===== src/rtl/lpc_snoop_pkg.sv =====
package lpc_snoop_pkg;
   typedef enum logic [1:0] {
      ST_IDLE     = 2'd0,
      ST_READY    = 2'd1,
      ST_SWITCHED = 2'd2
   } snoop_state_e;

   localparam int NUM_SEQ = 3;
   localparam int SEQ_POLL = 0;
   localparam int SEQ_SWITCH = 1;
   localparam int SEQ_EXIT = 2;
endpackage


===== src/rtl/lpc_seq_match.sv =====
module lpc_seq_match #(
   parameter int AW = 16,
   parameter int DW = 8,
   parameter int STEPS = 4,
   parameter bit RESTART_ON_FIRST = 1'b1,
   parameter logic [STEPS*AW-1:0] ADDRS = '0,
   parameter logic [STEPS*DW-1:0] DATAS = '0
) (
   input  logic          clk,
   input  logic          rst_n,
   input  logic          wr_evt,
   input  logic [AW-1:0] wr_addr,
   input  logic [DW-1:0] wr_data,
   output logic          seq_hit
);
   localparam int CW = (STEPS > 1) ? $clog2(STEPS) : 1;
   localparam logic [CW-1:0] LAST = CW'(STEPS - 1);

   logic [CW-1:0] pos;
   logic          step_ok;
   logic          first_ok;
   logic [CW-1:0] pos_after_miss;

   always_comb begin
      step_ok  = (wr_addr == ADDRS[int'(pos)*AW +: AW]) &&
                 (wr_data == DATAS[int'(pos)*DW +: DW]);
      first_ok = (wr_addr == ADDRS[0 +: AW]) && (wr_data == DATAS[0 +: DW]);
      seq_hit  = wr_evt && step_ok && (pos == LAST);
   end

   // The restart policy after a broken write is a build-time choice.
   generate
      if (RESTART_ON_FIRST) begin : g_restart
         assign pos_after_miss = first_ok ? CW'(1) : '0;
      end else begin : g_plain
         assign pos_after_miss = '0;
      end
   endgenerate

   always_ff @(posedge clk or negedge rst_n) begin
      if (!rst_n) begin
         pos <= '0;
      end else if (wr_evt) begin
         if (step_ok) begin
            pos <= (pos == LAST) ? '0 : pos + 1'b1;
         end else begin
            pos <= pos_after_miss;
         end
      end
   end
endmodule


===== src/rtl/lpc_ready_flag.sv =====
module lpc_ready_flag #(
   parameter int REG_W = 8,
   parameter int FLAG_BIT = 7
) (
   input  logic             clk,
   input  logic             rst_n,
   input  logic             cfg_wr,
   input  logic [REG_W-1:0] cfg_wdata,
   input  logic             locked,
   input  logic             hw_clear,
   output logic             flag,
   output logic [REG_W-1:0] cfg_rdata
);
   always_ff @(posedge clk or negedge rst_n) begin
      if (!rst_n) begin
         flag <= 1'b0;
      end else if (hw_clear) begin
         flag <= 1'b0;
      end else if (cfg_wr && !locked) begin
         flag <= cfg_wdata[FLAG_BIT];
      end
   end

   always_comb begin
      cfg_rdata           = '0;
      cfg_rdata[FLAG_BIT] = flag;
   end
endmodule


===== src/rtl/lpc_snoop_fsm.sv =====
module lpc_snoop_fsm
   import lpc_snoop_pkg::*;
(
   input  logic         clk,
   input  logic         rst_n,
   input  logic         wr_evt,
   input  logic         hit_poll,
   input  logic         hit_switch,
   input  logic         hit_exit,
   input  logic         sync_stb,
   input  logic         flag,
   output snoop_state_e state,
   output logic         enter_switched,
   output logic         frame_low
);
   snoop_state_e state_nx;
   logic         poll_armed;

   always_comb begin
      state_nx = state;
      unique case (state)
         ST_IDLE: if (hit_poll) state_nx = ST_READY;
         ST_READY: begin
            if (hit_switch)    state_nx = ST_SWITCHED;
            else if (hit_exit) state_nx = ST_IDLE;
         end
         ST_SWITCHED: if (hit_exit) state_nx = ST_IDLE;
         default: state_nx = ST_IDLE;
      endcase
   end

   assign enter_switched = (state == ST_READY) && hit_switch;

   always_ff @(posedge clk or negedge rst_n) begin
      if (!rst_n) begin
         state      <= ST_IDLE;
         poll_armed <= 1'b0;
      end else begin
         state <= state_nx;
         if (wr_evt) begin
            poll_armed <= (state == ST_READY) && hit_poll;
         end else if (sync_stb) begin
            poll_armed <= 1'b0;
         end
      end
   end

   assign frame_low = sync_stb && poll_armed && flag && (state == ST_READY);
endmodule


===== src/rtl/lpc_mode_snoop.sv =====
module lpc_mode_snoop
   import lpc_snoop_pkg::*;
#(
   parameter int AW = 16,
   parameter int DW = 8,
   parameter int STEPS = 4,
   parameter int REG_W = 8,
   parameter int FLAG_BIT = 7,
   parameter bit RESTART_ON_FIRST = 1'b1,
   parameter logic [STEPS*AW-1:0] POLL_ADDRS   = {4{16'h00E4}},
   parameter logic [STEPS*DW-1:0] POLL_DATAS   = {8'h01, 8'h3C, 8'hA5, 8'h5A},
   parameter logic [STEPS*AW-1:0] SWITCH_ADDRS = {4{16'h00E4}},
   parameter logic [STEPS*DW-1:0] SWITCH_DATAS = {8'h02, 8'h3C, 8'hA5, 8'h5A},
   parameter logic [STEPS*AW-1:0] EXIT_ADDRS   = {4{16'h00E4}},
   parameter logic [STEPS*DW-1:0] EXIT_DATAS   = {8'h03, 8'h3C, 8'hA5, 8'h5A}
) (
   input  logic             clk,
   input  logic             rst_n,
   input  logic             io_wr_valid,
   input  logic [AW-1:0]    io_wr_addr,
   input  logic [DW-1:0]    io_wr_data,
   input  logic             sync_strobe,
   input  logic             cfg_wr,
   input  logic [REG_W-1:0] cfg_wdata,
   output logic [REG_W-1:0] cfg_rdata,
   output logic             bus_to_flash,
   output logic             mcu_hold_rst,
   output logic             lframe_drive_low
);
   localparam int SA = STEPS * AW;
   localparam int SD = STEPS * DW;
   localparam logic [NUM_SEQ*SA-1:0] ALL_ADDRS = {EXIT_ADDRS, SWITCH_ADDRS, POLL_ADDRS};
   localparam logic [NUM_SEQ*SD-1:0] ALL_DATAS = {EXIT_DATAS, SWITCH_DATAS, POLL_DATAS};

   initial begin
      assert (STEPS >= 2) else $error("STEPS must be at least 2");
      assert (FLAG_BIT < REG_W) else $error("FLAG_BIT outside register");
      assert (AW >= 1 && DW >= 1) else $error("bad bus widths");
   end

   logic [NUM_SEQ-1:0] hits;
   snoop_state_e       state;
   logic               enter_switched;
   logic               flag;

   generate
      for (genvar g = 0; g < NUM_SEQ; g++) begin : g_seq
         lpc_seq_match #(
            .AW(AW), .DW(DW), .STEPS(STEPS), .RESTART_ON_FIRST(RESTART_ON_FIRST),
            .ADDRS(ALL_ADDRS[g*SA +: SA]), .DATAS(ALL_DATAS[g*SD +: SD])
         ) i_match (
            .clk(clk), .rst_n(rst_n), .wr_evt(io_wr_valid),
            .wr_addr(io_wr_addr), .wr_data(io_wr_data), .seq_hit(hits[g])
         );
      end
   endgenerate

   lpc_snoop_fsm i_fsm (
      .clk(clk), .rst_n(rst_n), .wr_evt(io_wr_valid),
      .hit_poll(hits[SEQ_POLL]), .hit_switch(hits[SEQ_SWITCH]), .hit_exit(hits[SEQ_EXIT]),
      .sync_stb(sync_strobe), .flag(flag), .state(state),
      .enter_switched(enter_switched), .frame_low(lframe_drive_low)
   );

   lpc_ready_flag #(.REG_W(REG_W), .FLAG_BIT(FLAG_BIT)) i_flag (
      .clk(clk), .rst_n(rst_n), .cfg_wr(cfg_wr), .cfg_wdata(cfg_wdata),
      .locked(state == ST_SWITCHED), .hw_clear(enter_switched),
      .flag(flag), .cfg_rdata(cfg_rdata)
   );

   assign bus_to_flash = (state == ST_SWITCHED);
   assign mcu_hold_rst = (state == ST_SWITCHED);
endmodule


===== config.mk =====
export PLATFORM = sky130hd
export DESIGN_NAME = lpc_mode_snoop
export DESIGN_NICKNAME = d
export VERILOG_FILES = /design/src/rtl/lpc_snoop_pkg.sv /design/src/rtl/lpc_seq_match.sv /design/src/rtl/lpc_ready_flag.sv /design/src/rtl/lpc_snoop_fsm.sv /design/src/rtl/lpc_mode_snoop.sv
export SDC_FILE = /design/constraint.sdc
export NUM_CORES = 1
export LEC_CHECK = 0
export ABC_AREA = 1
export BUFFER_PORTS_ARGS = -buffer_cell sky130_fd_sc_hd__buf_2
export CAP_MARGIN = 20
export CORE_MARGIN = 2
export CORE_UTILIZATION = 40
export CTS_CLUSTER_DIAMETER = 50
export DETAILED_ROUTE_END_ITERATION = 12
export GPL_ROUTABILITY_DRIVEN = 0
export GPL_TIMING_DRIVEN = 0
export PLACE_DENSITY = 0.66
export SLEW_MARGIN = 10
export SYNTH_ARGS = -nofsm -noshare
export SYNTH_HDL_FRONTEND = slang
export SYNTH_SLANG_ARGS = --single-unit

===== constraint.sdc =====
create_clock -name clk -period 2.92 [get_ports clk]
set_input_delay 0.146 -clock clk [delete_from_list [all_inputs] [get_ports clk]]
set_output_delay 0.146 -clock clk [all_outputs]
set_load 0.05 [all_outputs]

==> After elaboration in Yosys (flattened, before gate mapping) <==
Index checks and enable logic that the tools add are counted.
{ "totals": {"regBits": 10, "in_bits": 37, "out_inout_bits": 11, "wordCells": 64} }
{ "op_classes": {"n_addsub": 3, "n_eq_ne": 14, "shifts": 6, "n_mux": 15, "n_reduce_logical": 20} }
{ "ops": {"columns": ["op", "count"], "rows": [
  ["variable part select 64 x 7 -> 16 bit, first input constant", 3],
  ["variable part select 32 x 6 -> 8 bit, first input constant", 3],
  ["== test 16 bit", 3],
  ["== test 8 bit", 3],
  ["2-to-1 mux 2 bit", 9],
  ["== test 16 x 8 -> 1 bit, second input constant", 1],
  ["logical AND 1 bit", 16],
  ["== test 2 bit, second input constant", 4],
  ["== test 8 x 7 -> 1 bit, second input constant", 1],
  ["adder 2 x 1 -> 2 bit, second input constant", 3],
  ["case mux 2 bit (3 select lines)", 1],
  ["2-to-1 mux 1 bit", 5],
  ["nonzero test 2 bit", 2],
  ["== test 2 x 1 -> 1 bit, second input constant", 1],
  ["logical NOT 2 bit", 1],
  ["!= test 2 x 1 -> 1 bit, second input constant", 1],
  ["logical NOT 1 bit", 1]
]} }

==> Depth between registers and ports, before layout <==
{ "depth": {"depth_word": 8, "ltp_mapped": 12, "ltp_nobuf": 12} }

==> Hierarchy <==
Synthesis repeated with hierarchy kept, for this count alone.
{ "hier_totals": {"hier_cells": 259, "area_unflattened_um2": 1446.4} }
{ "modules_own_cells": {"columns": ["module", "n_inst", "cells_per_inst", "area_each_um2", "seq_area_each_um2"], "rows": [
  ["lpc_seq_match at g_seq[0].i_match", 1, 78, 412.9, 50.0],
  ["lpc_seq_match at g_seq[2].i_match", 1, 72, 372.9, 50.0],
  ["lpc_seq_match at g_seq[1].i_match", 1, 66, 367.9, 50.0],
  ["lpc_snoop_fsm", 1, 24, 160.2, 75.1],
  ["lpc_ready_flag", 1, 16, 115.1, 25.0],
  ["lpc_mode_snoop", 1, 3, 17.5, 0.0]
]} }

==> Worst setup path after synthesis <==
OpenSTA, ideal clock, no wires.
{ "synth_path": {"path_kind": "reg-to-reg", "start": "reg g_seq[1].i_match.pos[0]", "end": "reg i_flag.flag", "setup_time_ps": 116, "t_arrival_ps": 1441, "required_ps": 2804, "slack_ps": 1364, "stages_incl_launch_ff": 11, "n_path_buf": 0, "period_less_slack_ps": 1556, "path_cell_list": "dfrtp_1 > inv_1 > ha_1 > nor2_1 > nand3_1 > nand2_1 > nand2_1 > nor2_2 > nand4_2 > nor2_1 > nor2_1"} }
{ "synth_between": {"elab_chain_cells": 7, "elab_cells_between_ends": 11, "cone_classes": "eq/ne (3); shift (2); mux (1); reduce/logical (5)"} }
{ "synth_rtl": {"columns": ["element", "line_no", "rtl"], "rows": [
  ["start, declared", "lpc_seq_match.sv:19", "logic [CW-1:0] pos;"],
  ["start signal, assigned", "lpc_seq_match.sv:45", "pos <= (pos == LAST) ? '0 : pos + 1'b1;"],
  ["start signal, assigned", "lpc_seq_match.sv:47", "pos <= pos_after_miss;"],
  ["variable part select 64 x 7 -> 16 bit or variable part select 32 x 6 -> 8 bit (tied branches)", "lpc_seq_match.sv:25, lpc_seq_match.sv:26", null],
  ["== test 16 bit or == test 8 bit (tied branches)", "lpc_seq_match.sv:25, lpc_seq_match.sv:26", null],
  ["logical AND 1 bit", "lpc_seq_match.sv:25", "step_ok = (wr_addr == ADDRS[int'(pos)*AW +: AW]) &&"],
  ["logical AND 1 bit", "lpc_seq_match.sv:28", "seq_hit = wr_evt && step_ok && (pos == LAST);"],
  ["logical AND 1 bit *", "lpc_seq_match.sv:28", null],
  ["logical AND 1 bit *", "lpc_snoop_fsm.sv:32", "assign enter_switched = (state == ST_READY) && hit_switch;"],
  ["2-to-1 mux 1 bit or nonzero test 2 bit (tied branches)", null, null],
  ["end signal, assigned", "lpc_ready_flag.sv:20", "flag <= cfg_wdata[FLAG_BIT];"],
  ["end, declared", "lpc_ready_flag.sv:11", "output logic flag,"]
]} }
Mark *: on every way between the ends. The rest lies on a longest branch, timed or not.
A chain may end at the register's enable or synchronous reset.

==> Final worst setup path <==
Same ends and word-level chain as after synthesis.

==> impl_metrics.csv <==
group,metric,value,unit
finish,fin_cells,329,
setup_path,critical_path.startpoint_type,"flop",
finish,area_delta_synth_final,19.5,%
clock_network,cts-resized-gates,0,
setup_path,rr_startpoint,"g_seq[1].i_match.pos[0]",
min_path,hold_start,"sync_strobe",
drt,postRouteAntennaNets,0,
synth,avgSynthCellArea,5.80,sq um
drt,dr_total_vias,1475,
clock_network,hold_buffers,1,
flow_run,max_cap_violations,0,
global_route,antenna_found_initial,0,
setup_path,rr_endpoint,"i_flag.flag",
clock_network,post_cts_buffers,0,
finish,drive_gt1_share,20.1,%
synth,synth_compound_area_share,4.30,%
global_route,overflow,0,
clock_network,clockBufferDepth,2,
power,powerDensity,208,nW/um^2
synth,yosysWarnings,0,
sta,drv_slew,0,
sta,fin_crit,1.83,ns
clock_network,cts_tree,"built",
synth,yosys.area_share.simple,45.5,%
clock_network,clock_latency,0.26,ns
power,pwr-share-clk,26.5,%
die,io_pins,48,
placement,hpwl,2590,um
clock_network,h-tree-depth,1,
power,p_sw_share,34.0,%
synth,ys_seq_elements,10,
die,die-area,3980,sq um
finish,postLayoutCoreUtil,50.1,%
power,p_switching,0.118,mW
finish,final_nets,334,
placement,portBuffers,32,
clock_network,clock_sinks,10,
setup_path,crit_chain,"inv_1 > ha_1 > nor2_1 > nand3_1 > nand2_1 > nand2_1 > nor2_2 > nand4_2 > nor2_1 > nor2_1",
synth,synth_fa_ha_area_share,10.7,%
drt,routedWlPerCell,9.19,um
global_route,grt_max_degree,11,
sta,setup_viol,0,
min_path,hold_class,"input pin to flop",
min_path,hold_depth,4,
setup_path,path_max_fanout,6,
sta,skew,0.00387,ns
drt,drt_wl_total,3020,um
finish,mostFrequentLayoutCells,"64 x nand2_1, 46 x nor2_1, 35 x inv_1, 34 x buf_2, 22 x nand3_1",
placement,dp_slack,1.10,ns
setup_path,slowest_delay,0.42,ns
finish,nFillCells,373,
power,p_int,0.229,mW
setup_path,r2r_slack,1.09,ns
synth,synth_top_family_by_area,"simple AND/OR/NAND/NOR gates",
synth,synthMuxAreaShare,0.806,%
finish,final_common_cell,"nand2_1",
sta,hold_viol_final,0,
global_route,grt_pass1_vias,1279,
sta,setup_ws,1.09,ns
drt,drc,0,
clock_network,cts_root_buf,"clkbuf_4",
sta,min_period_over_period,62.8,%
synth,synth_area,1400,sq um
die,core,3340,sq um
synth,synth-seq-area-share,17.9,%
synth,netlist_instances,241,
drt,routed_via_density,4.48,
setup_path,cp_slowest_cell,"dfrtp_1",
setup_path,path_class,"flop to flop",
setup_path,end_kind,"flop",
global_route,grt_usage,15.6,%
die,start_util,41.9,%
die,rows,21,
drt,first_iter_violations,68,
synth,yosys.cell_types.count,21,
clock_network,numCtsBuffers,3,
power,power_frac_comb,32.9,%
power,peakVddDrop,0.199,mV
synth,synthXorXnorAreaFrac,5.01,%
clock_network,clk_pin_slew,0.06,ns
power,seq_power_share,40.6,%
global_route,grt_pass1_wl,5150,um
placement,place_inst,325,
die,die_w,63.1,um
drt,firstDrtPassIters,4,
sta,finalSetupTns,0,ns
die,die_h,63.1,um
sta,rsz0062_at_grt,"no",
power,p_leak,0.970,nW
setup_path,cp.required,3.07,ns
setup_path,critPathMostFrequentCell,"nor2_1",
min_path,whs_endpoint,"i_fsm.poll_armed",
setup_path,cp.arrival,1.98,ns
setup_path,r2r_cells,10,
sta,fmax,0.546,GHz
finish,antennaDiodeCount,0,
run_status,outcome,"finished, final reports clean",
==> power groups by stage <==
stage | clock [mW] | sequential [mW] | combinational (mW)
3_5_place_dp | 0 | 0.143 | 0.113
4_1_cts | 0.0949 | 0.141 | 0.115
6_report | 0.0919 | 0.141 | 0.114
5_1_grt | 0.103 | 0.141 | 0.127
3_3_place_gp | 0 | 0.143 | 0.113
2_1_floorplan | 0 | 0.143 | 0.0741
==> layer usage <==
layer | routed length [um] | global-route usage, % | up-vias
li1 | - | - | 811
met1 | 1380 | 19.2 | 620
met2 | 1420 | 28.5 | 40
met3 | 194 | 3.57 | 4
met4 | 21 | 1.94 | 0
met5 | 0 | 0 | -
==> cell type report <==
type	instances	area [sq um]	share of cell area, %
multi-input cells	189	953	57.1
clock buffers	3	22.5	1.35
plain buffers	11	77.6	4.64
flip-flops and latches	10	250	15.0
repair buffers	33	170	10.2
inverters	37	139	8.31
well taps	46	57.6	3.45
==> through the flow <==
step	area [sq um]	hold WS (ns)	power (mW)
3_3_place_gp	1640	0.0219	0.257
3_5_place_dp	1640	0.0222	0.257
4_1_cts	1670	0.158	0.351
2_1_floorplan	1420	-0.150	0.217
5_1_grt	1670	0.182	0.371
6_report	1670	0.159	0.347
==> worst max-delay path, delay by kind of cell (launching register included) <==
kind / cells / cell delay, ns
and+or+nand+nor: 8 / 0.85
buffers and inverters: 1 / 0.08
DFF: 1 / 0.42
adders and majority gates: 1 / 0.37
==> flip-flops by register name, indices dropped and copies added, names as in the netlist <==
signal,flops
i_fsm.poll_armed,1
g_seq.i_match.pos,6
i_fsm.state,2
i_flag.flag,1
==> cells by family after synthesis <==
group                      count (synthesis)
and+or+nand+nor                          149
buffers and inverters                     48
adders and majority gates                 12
AOI/OAI and AO/OA                         12
DFF                                       10
xor gates and xnor gates                   8
other                                      1
muxes                                      1
==> worst max path at each step <==
stage                                        from        endpoint  slack [ns]  cells after the start
after floorplan           g_seq[1].i_match.pos[0]     i_flag.flag        1.36                     10
after global placement    g_seq[1].i_match.pos[0]     i_flag.flag        1.09                     10
after detailed placement  g_seq[1].i_match.pos[0]     i_flag.flag        1.10                     10
after CTS                 g_seq[1].i_match.pos[0]     i_flag.flag        1.08                     10
after global routing      g_seq[2].i_match.pos[0]  i_fsm.state[0]        0.88                     11
final                     g_seq[1].i_match.pos[0]     i_flag.flag        1.09                     10
==> cell usage after synthesis <==
| cell | count | area share [%] |
|---|---|---|
| mux2_2 | 1 | 0.81 |
| nor4_1 | 1 | 0.45 |
| nand4_1 | 6 | 2.7 |
| inv_1 | 35 | 9.4 |
| nand2_1 | 64 | 17 |
| nand3_1 | 22 | 7.9 |
| o21ai_0 | 5 | 1.8 |
| and2_1 | 2 | 0.90 |
| o21ai_1 | 3 | 1.1 |
| xor2_1 | 8 | 5.0 |
| nand4_2 | 1 | 0.90 |
| nor2_2 | 4 | 1.8 |
| inv_2 | 2 | 0.54 |
| or2_2 | 3 | 1.3 |
| ha_1 | 12 | 11 |
| buf_4 | 9 | 4.8 |
| nor2_1 | 46 | 12 |
| a21oi_1 | 4 | 1.4 |
| buf_2 | 2 | 0.72 |
| conb_1 | 1 | 0.27 |
| dfrtp_1 | 10 | 18 |
(Power assumes the default switching activity.)
